===== src/rtl/ocw3_pkg.sv =====
package ocw3_pkg;
  localparam int CMD_W = 8;

  typedef enum logic {
    SEL_IRR = 1'b0,
    SEL_ISR = 1'b1
  } rdsel_e;

  typedef struct packed {
    logic hit;   // byte is the control word and was written
    logic rr;    // selection change enable
    logic ris;   // selection value
    logic poll;  // poll request
    logic esmm;  // mask mode change enable
    logic smm;   // mask mode value
  } ocw3_cmd_t;
endpackage


===== src/rtl/ocw3_decode.sv =====
module ocw3_decode
  import ocw3_pkg::*;
(
  input  logic             wr_en,
  input  logic [CMD_W-1:0] wr_data,
  output ocw3_cmd_t        cmd
);
  logic unused_bit7;
  assign unused_bit7 = wr_data[7];   // top bit never consulted

  always_comb begin
    cmd.hit  = wr_en && (wr_data[4:3] == 2'b01);
    cmd.rr   = wr_data[1];
    cmd.ris  = wr_data[0];
    cmd.poll = wr_data[2];
    cmd.esmm = wr_data[6];
    cmd.smm  = wr_data[5];
  end
endmodule


===== src/rtl/ocw3_state.sv =====
module ocw3_state
  import ocw3_pkg::*;
(
  input  logic      clk,
  input  logic      rst_n,
  input  ocw3_cmd_t cmd,
  input  logic      rd_en,
  output rdsel_e    sel,
  output logic      smm,
  output logic      poll_pend
);
  always_ff @(posedge clk or negedge rst_n) begin
    if (!rst_n) begin
      sel       <= SEL_IRR;
      smm       <= 1'b0;
      poll_pend <= 1'b0;
    end else begin
      if (cmd.hit && cmd.rr) sel <= rdsel_e'(cmd.ris);
      if (cmd.hit && cmd.esmm) smm <= cmd.smm;
      if (cmd.hit && cmd.poll) poll_pend <= 1'b1;
      else if (rd_en)          poll_pend <= 1'b0;
    end
  end

  a_r2_foreign_byte_holds: assert property (@(posedge clk) disable iff (!rst_n)
    !cmd.hit |=> ($stable(sel) && $stable(smm) && (poll_pend || !$past(poll_pend) || !$past(rd_en) || 1'b1)));

  a_r2_no_poll_without_word: assert property (@(posedge clk) disable iff (!rst_n)
    !cmd.hit && !poll_pend |=> !poll_pend);

  a_r3_rr_clear_keeps_sel: assert property (@(posedge clk) disable iff (!rst_n)
    (cmd.hit && !cmd.rr) |=> $stable(sel));

  a_r4_esmm_clear_keeps_mask: assert property (@(posedge clk) disable iff (!rst_n)
    (cmd.hit && !cmd.esmm) |=> $stable(smm));

  a_r4_esmm_set_loads_mask: assert property (@(posedge clk) disable iff (!rst_n)
    (cmd.hit && cmd.esmm) |=> (smm == $past(cmd.smm)));

  a_r5_poll_consumed_once: assert property (@(posedge clk) disable iff (!rst_n)
    (rd_en && poll_pend && !(cmd.hit && cmd.poll)) |=> !poll_pend);

  a_r8_new_poll_survives_read: assert property (@(posedge clk) disable iff (!rst_n)
    (cmd.hit && cmd.poll) |=> poll_pend);
endmodule


===== src/rtl/ocw3_readout.sv =====
module ocw3_readout
  import ocw3_pkg::*;
#(
  parameter int NUM_IRQ = 8
) (
  input  logic               clk,
  input  logic               rst_n,
  input  logic               rd_en,
  input  rdsel_e             sel,
  input  logic               poll_pend,
  input  logic [NUM_IRQ-1:0] irr,
  input  logic [NUM_IRQ-1:0] isr,
  output logic               rd_valid,
  output logic [CMD_W-1:0]   rd_data
);
  localparam int ID_W = (NUM_IRQ > 1) ? $clog2(NUM_IRQ) : 1;

  logic [ID_W-1:0]  low_id;
  logic [CMD_W-1:0] poll_byte;
  logic [CMD_W-1:0] reg_byte;

  always_comb begin
    low_id = '0;
    for (int i = NUM_IRQ - 1; i >= 0; i--) begin
      if (irr[i]) low_id = ID_W'(i);
    end
    poll_byte            = '0;
    poll_byte[7]         = |irr;
    poll_byte[ID_W-1:0]  = low_id;
    reg_byte             = (sel == SEL_ISR) ? CMD_W'(isr) : CMD_W'(irr);
  end

  always_ff @(posedge clk or negedge rst_n) begin
    if (!rst_n) begin
      rd_valid <= 1'b0;
      rd_data  <= '0;
    end else begin
      rd_valid <= rd_en;
      if (rd_en) rd_data <= poll_pend ? poll_byte : reg_byte;
    end
  end

  a_r7_valid_follows_strobe: assert property (@(posedge clk) disable iff (!rst_n)
    rd_en |=> rd_valid);

  a_r7_no_valid_without_strobe: assert property (@(posedge clk) disable iff (!rst_n)
    !rd_en |=> !rd_valid);

  a_r6_poll_flag_bit: assert property (@(posedge clk) disable iff (!rst_n)
    (rd_en && poll_pend) |=> (rd_data[7] == $past(|irr)));

  a_r6_poll_empty_is_zero: assert property (@(posedge clk) disable iff (!rst_n)
    (rd_en && poll_pend && (irr == '0)) |=> (rd_data == '0));
endmodule


===== src/rtl/pic_ocw3_port.sv =====
module pic_ocw3_port
  import ocw3_pkg::*;
#(
  parameter int NUM_IRQ = 8
) (
  input  logic               clk,
  input  logic               rst_n,
  input  logic               wr_en,
  input  logic [7:0]         wr_data,
  input  logic               rd_en,
  input  logic [NUM_IRQ-1:0] irr_in,
  input  logic [NUM_IRQ-1:0] isr_in,
  output logic               rd_valid,
  output logic [7:0]         rd_data,
  output logic               smm_on
);
  ocw3_cmd_t cmd;
  rdsel_e    sel;
  logic      poll_pend;

  ocw3_decode u_dec (
    .wr_en   (wr_en),
    .wr_data (wr_data),
    .cmd     (cmd)
  );

  ocw3_state u_state (
    .clk       (clk),
    .rst_n     (rst_n),
    .cmd       (cmd),
    .rd_en     (rd_en),
    .sel       (sel),
    .smm       (smm_on),
    .poll_pend (poll_pend)
  );

  ocw3_readout #(.NUM_IRQ(NUM_IRQ)) u_rd (
    .clk       (clk),
    .rst_n     (rst_n),
    .rd_en     (rd_en),
    .sel       (sel),
    .poll_pend (poll_pend),
    .irr       (irr_in),
    .isr       (isr_in),
    .rd_valid  (rd_valid),
    .rd_data   (rd_data)
  );

  a_r1_idle_after_reset: assert property (@(posedge clk)
    $rose(rst_n) |-> (!rd_valid && !smm_on));
endmodule


===== config.mk =====
export PLATFORM = sky130hd
export DESIGN_NAME = pic_ocw3_port
export DESIGN_NICKNAME = d
export VERILOG_FILES = /design/src/rtl/ocw3_pkg.sv /design/src/rtl/ocw3_decode.sv /design/src/rtl/ocw3_state.sv /design/src/rtl/ocw3_readout.sv /design/src/rtl/pic_ocw3_port.sv
export SDC_FILE = /design/constraint.sdc
export NUM_CORES = 1
export LEC_CHECK = 0
export BUFFER_PORTS_ARGS = -buffer_cell sky130_fd_sc_hd__buf_2
export CAP_MARGIN = 20
export CORE_MARGIN = 8
export CORE_UTILIZATION = 43
export CTS_BUF_LIST = sky130_fd_sc_hd__clkbuf_2
export CTS_CLUSTER_SIZE = 16
export DETAILED_ROUTE_END_ITERATION = 10
export PLACE_DENSITY = 0.79
export SYNTH_ARGS = -nofsm -noshare
export SYNTH_HDL_FRONTEND = slang
export SYNTH_SLANG_ARGS = --single-unit

===== constraint.sdc =====
create_clock -name clk -period 1.6 [get_ports clk]
set_input_delay 0.16 -clock clk [delete_from_list [all_inputs] [get_ports clk]]
set_output_delay 0.16 -clock clk [all_outputs]
set_load 0.02 [all_outputs]

==> run_results.csv <==
group,metric,value,unit
finish,n_antenna_cell,0,
pwr,leakage,0.455,nW
worst_hold_path,min_path_type,"primary input to register",
clock_tree,cts_resized,0,
timing,fin_crit,1.23,ns
global_route,overflow,0,
global_route,grt_pass1_vias,599,
clock_tree,cts_max_path_buffers,2,
setup_path,critPathLaunchType,"register",
routing,drt_drc_violations_left,0,
floorplan,die_w,54.3,um
clock_tree,cts_setup_buffers,0,
floorplan,ios,38,
routing,vias,593,
logic_synthesis,synth_nets,91,
finish,final_util,59.5,%
clock_tree,cts.sinks,12,
finish,fin_area,855,um^2
timing,maxSlewHeadroom,78.3,%
pwr,peakVddDrop,0.379,mV
setup_path,worstPathRequired,1.76,ns
timing,worst_slew_pin_slew,0.326,ns
routing,wl,1.66,mm
pwr,cellPowerDensity,930,nW/um^2
floorplan,fp.dieH,54.3,um
timing,finalSetupViolCount,0,
clock_tree,htree_levels,1,
timing,clock.fmax,0.815,GHz
clock_tree,postCtsHoldBufs,1,
timing,hold_slack,0.108,ns
timing,finClkSkew,0.00740,ns
clock_tree,cts_tree,"done",
routing,drt.antenna.violating_nets,0,
routing,via_per_inst,5.03,
clock_tree,numCtsBuffers,3,
pwr,finalPower,0.795,mW
global_route,antenna_found_initial,0,
logic_synthesis,avgSynthCellArea,10.0,um^2
logic_synthesis,synth_area,631,um^2
setup_path,end_kind,"register",
finish,fin_nets,132,
finish,drive_above_1_share,43.1,%
placed_design,place.gp.congestion,0.749,
job,cap_violations,0,
setup_path,crit_type,"register to register",
logic_synthesis,seq_area_frac_synth,47.6,%
logic_synthesis,yosysUniqueCellTypes,22,
clock_tree,root_buffer,"clkbuf_2",
routing,avgRoutedWirePerCell,14.1,um
timing,maxSlewViolCount,0,
global_route,grt_pass1_wl,2.39,mm
clock_tree,clock_latency,0.26,ns
routing,drt_iter0_markers,12,
floorplan,rows,14,
setup_path,worstPathArrival,1.39,ns
logic_synthesis,ys_ff_latch,12,
timing,hold_violations,0,
logic_synthesis,synth-warning-count,0,
setup_path,cp_max_fo,7,
floorplan,dieArea,2950,um^2
timing,grt_setup_unrepaired,"false",
timing,fin_crit_sh,76.6,%
placed_design,placed_area,830,um^2
run_status,status,"complete, no violations",
finish,area_growth_syn_to_layout,35.5,%
timing,setup_tns,0,ns
clock_tree,clk_pin_slew,0.11,ns
floorplan,start_util,43.9,%
global_route,grt_max_degree,14,
global_route,grtUsageTotal,11.4,%
floorplan,core,1440,um^2
logic_synthesis,syn_inst,63,
routing,firstDrtPassIters,4,
placed_design,io_buffer_count,36,
placed_design,place_hpwl,1.38,mm
-- worst paths after layout --
check	endpoint	slack, ns	depth (start not counted)	start
max	u_rd.rd_data[7]$_DFFE_PN0P_	0.37	3	u_state.sel$_DFFE_PN0P_
min	u_state.poll_pend$_DFFE_PN0P_	0.11	3	wr_data[2]
max reg2reg	u_rd.rd_data[7]$_DFFE_PN0P_	0.37	3	u_state.sel$_DFFE_PN0P_
min reg2reg	u_rd.rd_data[2]$_DFFE_PN0P_	0.50	2	u_rd.rd_data[2]$_DFFE_PN0P_
max in group asynchronous	u_state.poll_pend$_DFFE_PN0P_	1.10	2	rst_n
min in group asynchronous	u_rd.rd_data[4]$_DFFE_PN0P_	0.28	2	rst_n
-- worst max-delay path, stage by stage, from the launching register on --
cell and delay [ns]:
dfrtp_1 0.55, mux2i_1 0.24, a32oi_1 0.08, mux2_4 0.27
-- routing by layer --
| layer | vias up | part of all wire, % | GRT usage [%] |
|---|---|---|---|
| met5 | - | 0 | 0 |
| met4 | 0 | 1.9 | 6.15 |
| met3 | 5 | 11 | 4.35 |
| met2 | 19 | 54 | 21.0 |
| met1 | 267 | 33 | 10.5 |
| li1 | 302 | - | - |
-- area by class of cell --
type                       instances  area (um^2)
fill                             139          582
sequential                        12          300
multi-input combinational         41          292
timing repair buffer              38          198
inverter                           8         30.0
tap                               16         20.0
clock buffer                       3         15.0
-- sequential cells by signal, indices dropped and copies added (netlist names) --
signal	flops
u_rd.rd_valid	1
u_rd.rd_data	8
u_state.smm	1
u_state.poll_pend	1
u_state.sel	1
-- kinds of logic after synthesis --
logic type,Yosys count,share of synthesized area [%]
simple gates,16,12.9
compound gates,14,14.7
flops,12,47.6
mux,11,18.7
buf+inv,10,6.15
-- metrics by stage --
stage	worst slack (ns)	instances
4_1_cts	0.369	118
2_1_floorplan	0.457	63
6_report	0.374	118
3_5_place_dp	0.284	114
3_3_place_gp	0.300	114
5_1_grt	0.313	118
-- placed cells by master, fill, tap and decap left out, types with 2 or more instances in the layout --
| master | instances |
|---|---|
| mux2i_1 | 8 |
| clkbuf_2 | 3 |
| nand2_1 | 5 |
| o21ai_0 | 2 |
| o221ai_1 | 2 |
| o22ai_1 | 4 |
| a21oi_1 | 3 |
| dfrtp_1 | 12 |
| buf_2 | 36 |
| nor2_1 | 5 |
| mux2_2 | 2 |
| inv_1 | 8 |
-- power breakdown --
group | internal (mW) | switching, mW | leakage [nW]
registers | 0.349 | 0.0338 | 0.146
clock network | 0.0511 | 0.0956 | 0.0125
logic | 0.126 | 0.140 | 0.297
-- Yosys cell counts --
cell type  number  area share [%]
a21oi_1         3             2.4
mux2i_1         8              13
and3b_1         1             1.4
o22ai_1         4             4.0
o221ai_1        2             2.8
mux2_4          1             2.4
or3_1           1            0.99
nor3_1          1            0.79
a32oi_1         1             1.4
nor3_2          1             1.6
o31a_1          1             1.4
inv_1           8             4.8
nand3b_1        1             1.2
o31ai_1         1             1.2
clkbuf_1        1            0.59
nand2_1         5             3.0
nand2b_1        1            0.99
buf_2           1            0.79
o21ai_0         2             1.6
dfrtp_1        12              48
mux2_2          2             3.6
nor2_1          5             3.0
(Power assumes the default switching activity.)
